[src/rtl/prc_pkg.sv]
package prc_pkg;

    // Sequencer phases of the rate calculation
    typedef enum logic [2:0] {
        PH_IDLE   = 3'd0,
        PH_PREP   = 3'd1,
        PH_INT    = 3'd2,
        PH_FRAC   = 3'd3,
        PH_POST_A = 3'd4,
        PH_POST_B = 3'd5
    } phase_e;

    // Binary point position of the fractional feedback term
    localparam int unsigned FRAC_POINT = 24;

endpackage

[src/rtl/prc_operands.sv]
module prc_operands #(
    parameter int unsigned FB_W  = 13,
    parameter int unsigned REF_W = 6,
    parameter int unsigned PD_W  = 4,
    parameter int unsigned DEN_W = 7
) (
    input  logic             alt_i,
    input  logic [FB_W-1:0]  fb_i,
    input  logic [REF_W-1:0] ref_i,
    input  logic [PD_W-1:0]  pa_i,
    input  logic [PD_W-1:0]  pb_i,
    output logic [FB_W:0]    mul_o,
    output logic [DEN_W-1:0] den_ref_o,
    output logic [DEN_W-1:0] den_pa_o,
    output logic [DEN_W-1:0] den_pb_o,
    output logic             zero_o
);

    logic [DEN_W-1:0] ref_ext;
    logic [DEN_W-1:0] pa_ext;
    logic [DEN_W-1:0] pb_ext;

    always_comb begin
        ref_ext = DEN_W'(ref_i);
        pa_ext  = DEN_W'(pa_i);
        pb_ext  = DEN_W'(pb_i);
        if (alt_i) begin
            // alternate encoding: stored value is the divider minus one
            mul_o     = (FB_W+1)'(fb_i) + 1'b1;
            den_ref_o = ref_ext + 1'b1;
            den_pa_o  = pa_ext + 1'b1;
            den_pb_o  = pb_ext;
            zero_o    = 1'b0;
        end else begin
            mul_o     = (FB_W+1)'(fb_i);
            den_ref_o = ref_ext;
            den_pa_o  = pa_ext;
            den_pb_o  = pb_ext;
            zero_o    = (ref_i == '0) || (pa_i == '0) || (pb_i == '0);
        end
    end

endmodule

[src/rtl/prc_divider.sv]
module prc_divider #(
    parameter int unsigned NUM_W = 64,
    parameter int unsigned DEN_W = 7
) (
    input  logic             clk,
    input  logic             rst_n,
    input  logic             load_i,
    input  logic [NUM_W-1:0] num_i,
    input  logic [DEN_W-1:0] den_i,
    output logic [NUM_W-1:0] quot_o,
    output logic             fin_o,
    output logic             busy_o
);

    localparam int unsigned CNT_W = $clog2(NUM_W + 1);

    typedef struct packed {
        logic [DEN_W-1:0] rem;
        logic [NUM_W-1:0] quo;
        logic [DEN_W-1:0] den;
        logic [CNT_W-1:0] cnt;
        logic             busy;
        logic             fin;
    } div_st_t;

    div_st_t div_q, div_d;
    logic [DEN_W:0] trial;
    logic [DEN_W:0] diff;
    logic           qbit;

    always_comb begin
        div_d     = div_q;
        div_d.fin = 1'b0;
        trial     = {div_q.rem, div_q.quo[NUM_W-1]};
        diff      = trial - {1'b0, div_q.den};
        qbit      = (trial >= {1'b0, div_q.den});
        if (load_i) begin
            div_d.rem  = '0;
            div_d.quo  = num_i;
            div_d.den  = den_i;
            div_d.cnt  = CNT_W'(NUM_W);
            div_d.busy = 1'b1;
        end else if (div_q.busy) begin
            div_d.rem = qbit ? diff[DEN_W-1:0] : trial[DEN_W-1:0];
            div_d.quo = {div_q.quo[NUM_W-2:0], qbit};
            div_d.cnt = div_q.cnt - 1'b1;
            if (div_q.cnt == CNT_W'(1)) begin
                div_d.busy = 1'b0;
                div_d.fin  = 1'b1;
            end
        end
    end

    always_ff @(posedge clk or negedge rst_n) begin
        if (!rst_n) begin
            div_q <= '0;
        end else begin
            div_q <= div_d;
        end
    end

    assign quot_o = div_q.quo;
    assign fin_o  = div_q.fin;
    assign busy_o = div_q.busy;

    // restoring step keeps the partial remainder below the divisor
    p_rem_bound_r3: assert property (@(posedge clk) disable iff (!rst_n)
        div_q.busy |-> (div_q.rem < div_q.den));

    // a new divide must never be launched into a running one
    p_load_idle_r7: assert property (@(posedge clk) disable iff (!rst_n)
        load_i |-> !div_q.busy);

endmodule

[src/rtl/pll_rate_calc.sv]
module pll_rate_calc
    import prc_pkg::*;
#(
    parameter int unsigned PR_W   = 32,
    parameter int unsigned FB_W   = 13,
    parameter int unsigned REF_W  = 6,
    parameter int unsigned PD_W   = 4,
    parameter int unsigned FRAC_W = FRAC_POINT,
    parameter int unsigned NUM_W  = 64
) (
    input  logic              clk,
    input  logic              rst_n,
    input  logic              start_i,
    input  logic              alt_mode_i,
    input  logic              bypass_i,
    input  logic              int_only_i,
    input  logic [PR_W-1:0]   parent_hz_i,
    input  logic [FB_W-1:0]   fb_i,
    input  logic [REF_W-1:0]  ref_i,
    input  logic [PD_W-1:0]   post_a_i,
    input  logic [PD_W-1:0]   post_b_i,
    input  logic [FRAC_W-1:0] frac_i,
    output logic [PR_W-1:0]   rate_o,
    output logic              done_o,
    output logic              err_o,
    output logic              ovf_o
);

    localparam int unsigned DEN_W = ((REF_W > PD_W) ? REF_W : PD_W) + 1;

    typedef struct packed {
        logic [PR_W-1:0]   parent;
        logic [FB_W-1:0]   fb;
        logic [REF_W-1:0]  rf;
        logic [PD_W-1:0]   pa;
        logic [PD_W-1:0]   pb;
        logic [FRAC_W-1:0] frac;
        logic              int_only;
        logic              alt;
        logic              byp;
    } ops_t;

    typedef struct packed {
        phase_e           phase;
        ops_t             ops;
        logic [NUM_W-1:0] acc;
        logic [PR_W-1:0]  rate;
        logic             done;
        logic             err;
        logic             ovf;
    } calc_st_t;

    calc_st_t cur_q, cur_d;

    logic [FB_W:0]    op_mul;
    logic [DEN_W-1:0] den_ref;
    logic [DEN_W-1:0] den_pa;
    logic [DEN_W-1:0] den_pb;
    logic             op_zero;

    logic             dv_load;
    logic [NUM_W-1:0] dv_num;
    logic [DEN_W-1:0] dv_den;
    logic [NUM_W-1:0] dv_quot;
    logic             dv_fin;
    logic             dv_busy;

    logic [NUM_W-1:0] prod_int;
    logic [NUM_W-1:0] prod_frac;
    logic [NUM_W-1:0] frac_sum;

    prc_operands #(
        .FB_W (FB_W),
        .REF_W(REF_W),
        .PD_W (PD_W),
        .DEN_W(DEN_W)
    ) ops_i (
        .alt_i    (cur_q.ops.alt),
        .fb_i     (cur_q.ops.fb),
        .ref_i    (cur_q.ops.rf),
        .pa_i     (cur_q.ops.pa),
        .pb_i     (cur_q.ops.pb),
        .mul_o    (op_mul),
        .den_ref_o(den_ref),
        .den_pa_o (den_pa),
        .den_pb_o (den_pb),
        .zero_o   (op_zero)
    );

    prc_divider #(
        .NUM_W(NUM_W),
        .DEN_W(DEN_W)
    ) div_i (
        .clk   (clk),
        .rst_n (rst_n),
        .load_i(dv_load),
        .num_i (dv_num),
        .den_i (dv_den),
        .quot_o(dv_quot),
        .fin_o (dv_fin),
        .busy_o(dv_busy)
    );

    always_comb begin
        prod_int  = NUM_W'(cur_q.ops.parent) * NUM_W'(op_mul);
        prod_frac = NUM_W'(cur_q.ops.parent) * NUM_W'(cur_q.ops.frac);
        frac_sum  = cur_q.acc + (dv_quot >> FRAC_W);
    end

    always_comb begin
        cur_d      = cur_q;
        cur_d.done = 1'b0;
        dv_load    = 1'b0;
        dv_num     = '0;
        dv_den     = '0;
        case (cur_q.phase)
            PH_IDLE: begin
                if (start_i) begin
                    cur_d.ops.parent   = parent_hz_i;
                    cur_d.ops.fb       = fb_i;
                    cur_d.ops.rf       = ref_i;
                    cur_d.ops.pa       = post_a_i;
                    cur_d.ops.pb       = post_b_i;
                    cur_d.ops.frac     = frac_i;
                    cur_d.ops.int_only = int_only_i;
                    cur_d.ops.alt      = alt_mode_i;
                    cur_d.ops.byp      = bypass_i;
                    cur_d.phase        = PH_PREP;
                end
            end
            PH_PREP: begin
                if (cur_q.ops.alt && cur_q.ops.byp) begin
                    cur_d.rate  = cur_q.ops.parent;
                    cur_d.err   = 1'b0;
                    cur_d.ovf   = 1'b0;
                    cur_d.done  = 1'b1;
                    cur_d.phase = PH_IDLE;
                end else if (op_zero) begin
                    cur_d.rate  = '0;
                    cur_d.err   = 1'b1;
                    cur_d.ovf   = 1'b0;
                    cur_d.done  = 1'b1;
                    cur_d.phase = PH_IDLE;
                end else begin
                    dv_load     = 1'b1;
                    dv_num      = prod_int;
                    dv_den      = den_ref;
                    cur_d.phase = PH_INT;
                end
            end
            PH_INT: begin
                if (dv_fin) begin
                    cur_d.acc = dv_quot;
                    dv_load   = 1'b1;
                    if (!cur_q.ops.alt && !cur_q.ops.int_only) begin
                        dv_num      = prod_frac;
                        dv_den      = den_ref;
                        cur_d.phase = PH_FRAC;
                    end else begin
                        dv_num      = dv_quot;
                        dv_den      = den_pa;
                        cur_d.phase = PH_POST_A;
                    end
                end
            end
            PH_FRAC: begin
                if (dv_fin) begin
                    dv_load     = 1'b1;
                    dv_num      = frac_sum;
                    dv_den      = den_pa;
                    cur_d.phase = PH_POST_A;
                end
            end
            PH_POST_A: begin
                if (dv_fin) begin
                    if (cur_q.ops.alt) begin
                        cur_d.rate  = dv_quot[PR_W-1:0];
                        cur_d.ovf   = |dv_quot[NUM_W-1:PR_W];
                        cur_d.err   = 1'b0;
                        cur_d.done  = 1'b1;
                        cur_d.phase = PH_IDLE;
                    end else begin
                        dv_load     = 1'b1;
                        dv_num      = dv_quot;
                        dv_den      = den_pb;
                        cur_d.phase = PH_POST_B;
                    end
                end
            end
            PH_POST_B: begin
                if (dv_fin) begin
                    cur_d.rate  = dv_quot[PR_W-1:0];
                    cur_d.ovf   = |dv_quot[NUM_W-1:PR_W];
                    cur_d.err   = 1'b0;
                    cur_d.done  = 1'b1;
                    cur_d.phase = PH_IDLE;
                end
            end
            default: begin
                cur_d.phase = PH_IDLE;
            end
        endcase
    end

    always_ff @(posedge clk or negedge rst_n) begin
        if (!rst_n) begin
            cur_q <= '0;
        end else begin
            cur_q <= cur_d;
        end
    end

    assign rate_o = cur_q.rate;
    assign done_o = cur_q.done;
    assign err_o  = cur_q.err;
    assign ovf_o  = cur_q.ovf;

    // completion strobe lasts a single cycle
    p_done_pulse_r7: assert property (@(posedge clk) disable iff (!rst_n)
        done_o |=> !done_o);

    // bypass finishes on the next edge with the parent rate
    p_bypass_next_r5: assert property (@(posedge clk) disable iff (!rst_n)
        (cur_q.phase == PH_PREP && cur_q.ops.alt && cur_q.ops.byp)
        |=> (done_o && !err_o && rate_o == $past(cur_q.ops.parent)));

    // an error always has a zero fractional-mode divisor behind it
    p_err_cause_r6: assert property (@(posedge clk) disable iff (!rst_n)
        (done_o && err_o) |-> (!cur_q.ops.alt &&
            (cur_q.ops.rf == '0 || cur_q.ops.pa == '0 || cur_q.ops.pb == '0)));

    // zero reference divisor in fractional mode finishes at once with an error
    p_zero_ref_r6: assert property (@(posedge clk) disable iff (!rst_n)
        (cur_q.phase == PH_PREP && !cur_q.ops.alt && cur_q.ops.rf == '0)
        |=> (done_o && err_o && rate_o == '0 && !dv_busy));

    // requests arriving mid-calculation leave the operands untouched
    p_ignore_start_r9: assert property (@(posedge clk) disable iff (!rst_n)
        (cur_q.phase != PH_IDLE && start_i) |=> $stable(cur_q.ops));

endmodule

[config.mk]
export PLATFORM = sky130hd
export DESIGN_NAME = pll_rate_calc
export DESIGN_NICKNAME = d
export VERILOG_FILES = /design/src/rtl/prc_pkg.sv /design/src/rtl/prc_operands.sv /design/src/rtl/prc_divider.sv /design/src/rtl/pll_rate_calc.sv
export SDC_FILE = /design/constraint.sdc
export NUM_CORES = 2
export LEC_CHECK = 0
export ABC_AREA = 1
export ABC_CLOCK_PERIOD_IN_PS = 17400
export BUFFER_PORTS_ARGS = -buffer_cell sky130_fd_sc_hd__buf_2
export CORE_ASPECT_RATIO = 1.75
export CORE_MARGIN = 10
export CORE_UTILIZATION = 35
export DETAILED_ROUTE_END_ITERATION = 7
export GPL_TIMING_DRIVEN = 0
export PLACE_DENSITY = 0.58
export SYNTH_ARGS = -nofsm -noshare
export SYNTH_HDL_FRONTEND = slang
export SYNTH_HIERARCHICAL = 1
export SYNTH_SLANG_ARGS = --single-unit
[constraint.sdc]
create_clock -name clk -period 17.4 [get_ports clk]
set_input_delay 1.74 -clock clk [delete_from_list [all_inputs] [get_ports clk]]
set_output_delay 1.74 -clock clk [all_outputs]
set_load 0.01 [all_outputs]
# Word-level counts from Yosys, hierarchy flattened
# Cells that the tools add are included.
[totals]
reg_bits = 275
out_inout_bits = 35
in_bits = 89
wordCells = 113
[op_classes]
n_eq_ne = 15
multipliers = 2
muxes = 49
order_cmp = 1
n_reduce_logical = 19
addsub = 6
[ops]
columns = ["cell", "count"]
rows = [
  ["2-to-1 mux 64 bit", 5],
  ["one-hot mux 64 bit (4 select lines)", 1],
  ["2-to-1 mux 35 bit", 5],
  ["2-to-1 mux 71 bit", 2],
  ["one-hot mux 35 bit (3 select lines)", 1],
  ["2-to-1 mux 46 bit", 2],
  ["2-to-1 mux 89 bit", 1],
  ["adder 64 x 40 -> 64 bit", 1],
  ["multiplier 32 x 24 -> 56 bit", 1],
  ["2-to-1 mux 7 bit", 8],
  ["multiplier 32 x 14 -> 46 bit", 1],
  ["OR reduction 32 bit", 1],
  ["one-hot mux 7 bit (4 select lines)", 1],
  ["2-to-1 mux 3 bit", 7],
  ["one-hot mux 3 bit (6 select lines)", 1],
  ["adder 13 x 1 -> 14 bit (second input constant)", 1],
  ["2-to-1 mux 14 bit", 1],
  ["AND reduction 5 bit", 2],
  ["2-to-1 mux 9 bit", 1],
  ["greater-or-equal comparator 8 x 7 -> 1 bit", 1],
  ["zero test 4 bit", 2],
  ["2-to-1 mux 4 bit", 2],
  ["2-to-1 mux 8 bit", 1],
  ["!= test 2 x 1 -> 1 bit (second input constant)", 4],
  ["other kinds (24)", 39],
]

# Logic depth before layout (Yosys ltp)
[logic_depth]
depth_word = 9
depth_mapped = 39
mapped_depth_nobuf = 38

# Cells and area by module
# The synthesis kept the hierarchy.
[modules_own_cells]
columns = ["module", "area_each_um2", "instances", "seq_area_each_um2", "cells_each"]
rows = [
  ["pll_rate_calc", 55956.2, 1, 4704.5, 8063],
  ["prc_divider", 4660.7, 1, 2177.1, 528],
  ["prc_operands", 755.7, 1, 0.0, 142],
]

# Least setup slack after synthesis
# No wires, ideal clock.
[synth_path]
path_type = "reg-to-reg"
from = "reg cur_q[105] in the netlist's numbering"
to = "reg div_i.div_q, in the netlist div_i/quot_o[44]"
arrival_ns = 6.115
required_time_ns = 17.263
setup_ns = 0.137
stages_incl_launch_ff = 34
period_less_slack_ns = 6.252
n_path_buf = 2
path_slack_ns = 11.148
path_cell_list = "dfrtp_1 clkbuf_1 clkbuf_1 nand2_1 fa_1 inv_1 fa_1 inv_1 fa_1 inv_1 fa_1 inv_1 fa_1 inv_1 fa_1 inv_1 fa_1 inv_1 ha_1 nand2_1 nor2_1 inv_1 nor3_1 nand2_1 nand2_1 nand2_1 nand2_1 nand2_1 nand3_1 nand3_1 nand2_1 nand2_1 nand2_1 o221ai_1"
[synth_between]
elab_chain_len = 5
[synth_lines]
columns = ["item", "line_no", "source"]
rows = [
  ["from (decl)", "pll_rate_calc.sv:53", "calc_st_t cur_q, cur_d;"],
  ["from (signal assigned)", "pll_rate_calc.sv:209", "cur_q <= cur_d;"],
  ["multiplier 32 x 24 -> 56 bit", "pll_rate_calc.sv:106", "prod_frac = NUM_W'(cur_q.ops.parent) * NUM_W'(cur_q.ops.frac);"],
  ["2-to-1 mux 64 bit", "pll_rate_calc.sv:155", "if (!cur_q.ops.alt && !cur_q.ops.int_only) begin"],
  ["2-to-1 mux 64 bit", "pll_rate_calc.sv:152", "if (dv_fin) begin"],
  ["one-hot mux 64 bit (4 select lines)", "pll_rate_calc.sv:116", "case (cur_q.phase)"],
  ["via dv_num[44]", "pll_rate_calc.sv:62", "logic [NUM_W-1:0] dv_num;"],
  ["2-to-1 mux 71 bit", "prc_divider.sv:37", "if (load_i) begin"],
  ["to (signal assigned)", "prc_divider.sv:58", "div_q <= div_d;"],
  ["to (decl)", "prc_divider.sv:26", "div_st_t div_q, div_d;"],
]
# The timed path passes the listed nets, and every way through them passes these cells. The select of a mux whose other input is x is not followed.
# A chain may end at the register's enable or synchronous reset.

# Worst setup path after layout
[layout_path]
from = "reg cur_q[100] in the netlist's numbering"
to = "reg div_i.div_q, in the netlist div_i/quot_o[37]"
[layout_between]
elab_chain_len = 6
elab_cells_between_ends = 19
classes_between = "mul: 1; eq/ne: 2; mux: 11; reduce/logical: 5"
[layout_lines]
columns = ["item", "line_no", "source"]
rows = [
  ["2-to-1 mux 14 bit", "prc_operands.sv:27", "if (alt_i) begin"],
  ["via op_mul[13]", "pll_rate_calc.sv:55", "logic [FB_W:0] op_mul;"],
  ["multiplier 32 x 14 -> 46 bit", "pll_rate_calc.sv:105", "prod_int = NUM_W'(cur_q.ops.parent) * NUM_W'(op_mul);"],
  ["2-to-1 mux 46 bit", "pll_rate_calc.sv:138", "end else if (op_zero) begin"],
  ["2-to-1 mux 46 bit", "pll_rate_calc.sv:132", "if (cur_q.ops.alt && cur_q.ops.byp) begin"],
  ["one-hot mux 64 bit (4 select lines)", "pll_rate_calc.sv:116", ""],
  ["via dv_num[37]", "pll_rate_calc.sv:62", ""],
  ["2-to-1 mux 71 bit", "prc_divider.sv:37", ""],
]
# The timed path passes the listed nets, and every way through them passes these cells.

==> metrics.txt <==
worst hold start err_o; M1 WL between 90,000 and 100,000 um; largest cells by area after synthesis fa_1 33%, nand2_1 18%, inv_1 14%; die height 574.0 um; fin nets slightly above 10,000; Final Critical Period approximately 9800 ps; chip width 336.5 um; sequential area share after synthesis 11.21%; crit path from cur_q[100]; total routed wirelength about 300,000 um; met2 WL 151,000 um; Hold Fails Final Rpt 0; grt ovf 0; Buf+Inv Stages, Crit Path 8; post_cts resized 0; R2R cell count 31; CP endpoint div_i/quot_o[37]; Max Fclk 0.1021 GHz; worst-case clock skew roughly 24 ps; 1st-iter DRT viols 4,260; Final Power 1.547 mW; Std-Cell Rows 203; vias per cell between 5 and 6; Yosys Warn Count 6; Worst Hold Class reg -> reg; first-pass GRT wire length 424,500 um; WL met3 between 15,000 and 20,000 um; core area around 0.17 sq mm; worst r2r src cur_q[100]; placed cell count about 11,000; slowest stage delay, CP between 1000 and 1500 ps; critical path arrival ~10,000 ps; fin crit share 56.29%; vias post-DR approximately 57,000; Top FF cell, synth dfrtp_1; placed inst area around 0.065 sq mm; Setup Crit Path Kind reg -> reg; area leader, netlist fa_1; # clock sinks approximately 280; Worst-Skew Late Latency ~670 ps; CTS Hold Bufs 0; Worst Tran Pin Value between 1500 and 2000 ps; flops & latches, synth roughly 280; DRC violations left 0; CP Capture Type flop; Critical Path RT between 15,000 and 20,000 ps; GRT Util Overall just over 30%; fill count around 19,000; Antenna Nets Post-Route 0; Worst path depth 31; Synth Area per Inst around 7 sq um; max-slew violation count 44; share of layout cells above drive strength 1 ~5.6%; critical path's top delay family simple AND/OR/NAND/NOR gates; Root Driver clkbuf_16; Layout Area Growth over Synthesis 7.959%; VDD IR-drop max 70.76 uV; CTS tree built; # Post-CTS Setup Buffers 0; RSZ-0062 raised after global routing no; status finished with violations; largest net degree at the start of global routing 102; GP Congestion between 1 and 1.5; number of synthesized flops with an enable pin 0; Max-cap violations 5; synthesized instance count ~8,700; worst relative slew slack -7.690%; Final Setup Violations 0; mapped cell area 0.06137 sq mm; TritonCTS buffer count 37; final instance area approximately 0.066 sq mm; reg-to-reg slack, setup ~7600 ps; CP startpoint kind flop; drt pass-1 iters 7; Top Metal Used met5; initial antenna violation count 12; most frequent cells in the layout 2,942 x nand2_1, 2,333 x inv_1, 1,017 x fa_1; Starting Density between 30% and 40%; Crit-path slowest cell nor2_1; final instance count without filler cells roughly 11,000; FFs w/ async S/R, synth 100.0%; Unique masters post-synth 53; Wirelength per Cell 26.93 um; Max H-tree Level 2; post-synth top area share between 30% and 40%; Ports ~120; violated checks capacitance limit, slew limit; Max Buffers Root-to-Sink 3; Power Dens Cells between 20 and 25 mW/mm^2; CP Max Fanout 10; Pleak 38.79 nW; Detail Placement HPWL 259,000 um; R2R Path End div_i/quot_o[37]; most common cell after layout, fill and taps aside nand2_1; setup TNS 0 ps; Die Area ~0.19 sq mm; # port buffers ~120; vias in the first global route about 60,000; Reg clk slew, reported paths around 60 ps
layout make-up:
| cell class | instances | area [sq um] | area share, % |
|---|---|---|---|
| timing repair buffer | 127 | 723.2 | 1.091 |
| buffer | 456 | 2216 | 3.344 |
| clock buffer | 46 | 1021 | 1.541 |
| sequential | 275 | 6882 | 10.39 |
| clock inverter | 19 | 260.3 | 0.3928 |
| multi-input combinational | 5662 | 43510 | 65.67 |
| antenna | 11 | 27.53 | 0.04154 |
| inverter | 2344 | 8798 | 13.28 |
| tap | 2255 | 2821 | 4.258 |
synth_stat cells, types with 16 or more instances:
library cell and count:
inv_1 2333, nor3_1 30, xor2_1 30, clkbuf_1 283, buf_4 109, nand2_1 2942, a21oi_1 164, nand4_1 56
o21ai_0 148, dfrtp_1 275, nand3b_1 22, nand3_1 246, buf_2 45, o211ai_1 23, o221ai_1 36, ha_1 346
nor2_1 345, mux2_2 86, fa_1 1017, buf_1 16, a22oi_1 39
worst min path at each step:
| stage | cells past startpoint | endpoint |
|---|---|---|
| after detailed placement | 2 | err_o |
| after CTS | 2 | err_o |
| after global routing | 2 | cur_q[65] |
| after global placement | 2 | err_o |
| after floorplan | 2 | div_i/div_q[9] |
| final | 2 | err_o |
power by group:
part           leakage, nW  internal [mW]  switching [mW]  total (mW)
clock network        0.616          0.471           0.405       0.876
logic                 34.3        0.00992          0.0214      0.0313
registers             3.82          0.639               0       0.639
total                 38.8           1.12           0.427        1.55
metrics by stage:
stage / utilization [%] / hold slack [ps] / setup WS (ps)
finish: 37.97 / 480.7 / 7605
global route: 37.96 / 497.9 / 7729
CTS: 37.95 / 483.1 / 7837
detailed placement: 37.21 / 461.9 / 7915
global placement: 37.15 / 457.1 / 7902
floorplan: - / 445.9 / 11150
metal layers:
layer	global-route usage, %	up-vias
met2	54.85	2395
met1	30.39	28010
met3	4.038	1013
met5	0	-
met4	30.84	4
li1	-	25430
logic make-up (layout without fill, tap and decap cells):
family	Yosys count	after routing	synth area share, %
simple gates	3700	3700	23.91
buf+inv	2800	2992	17.92
fa+ha+maj	1363	1363	40.23
compound gates	469	469	4.589
flops	275	275	11.21
mux	86	86	1.578
xor+xnor	39	39	0.5566
other cells	1	16	0.006110
worst min-delay path, cell delays in order (launching register included):
cell and delay [ps]:
dfrtp_1 340, nand2_1 60, nand2_1 50
registers in the layout (all words and copies together), names as in the netlist:
signal / count
div_i/quot_o: 64
cur_q: 153
ovf_o: 1
done_o: 1
div_i/fin_o: 1
err_o: 1
div_i/busy_o: 1
rate_o: 32
div_i/div_q: 21
No activity file was read; power rests on OpenSTA's default activity.
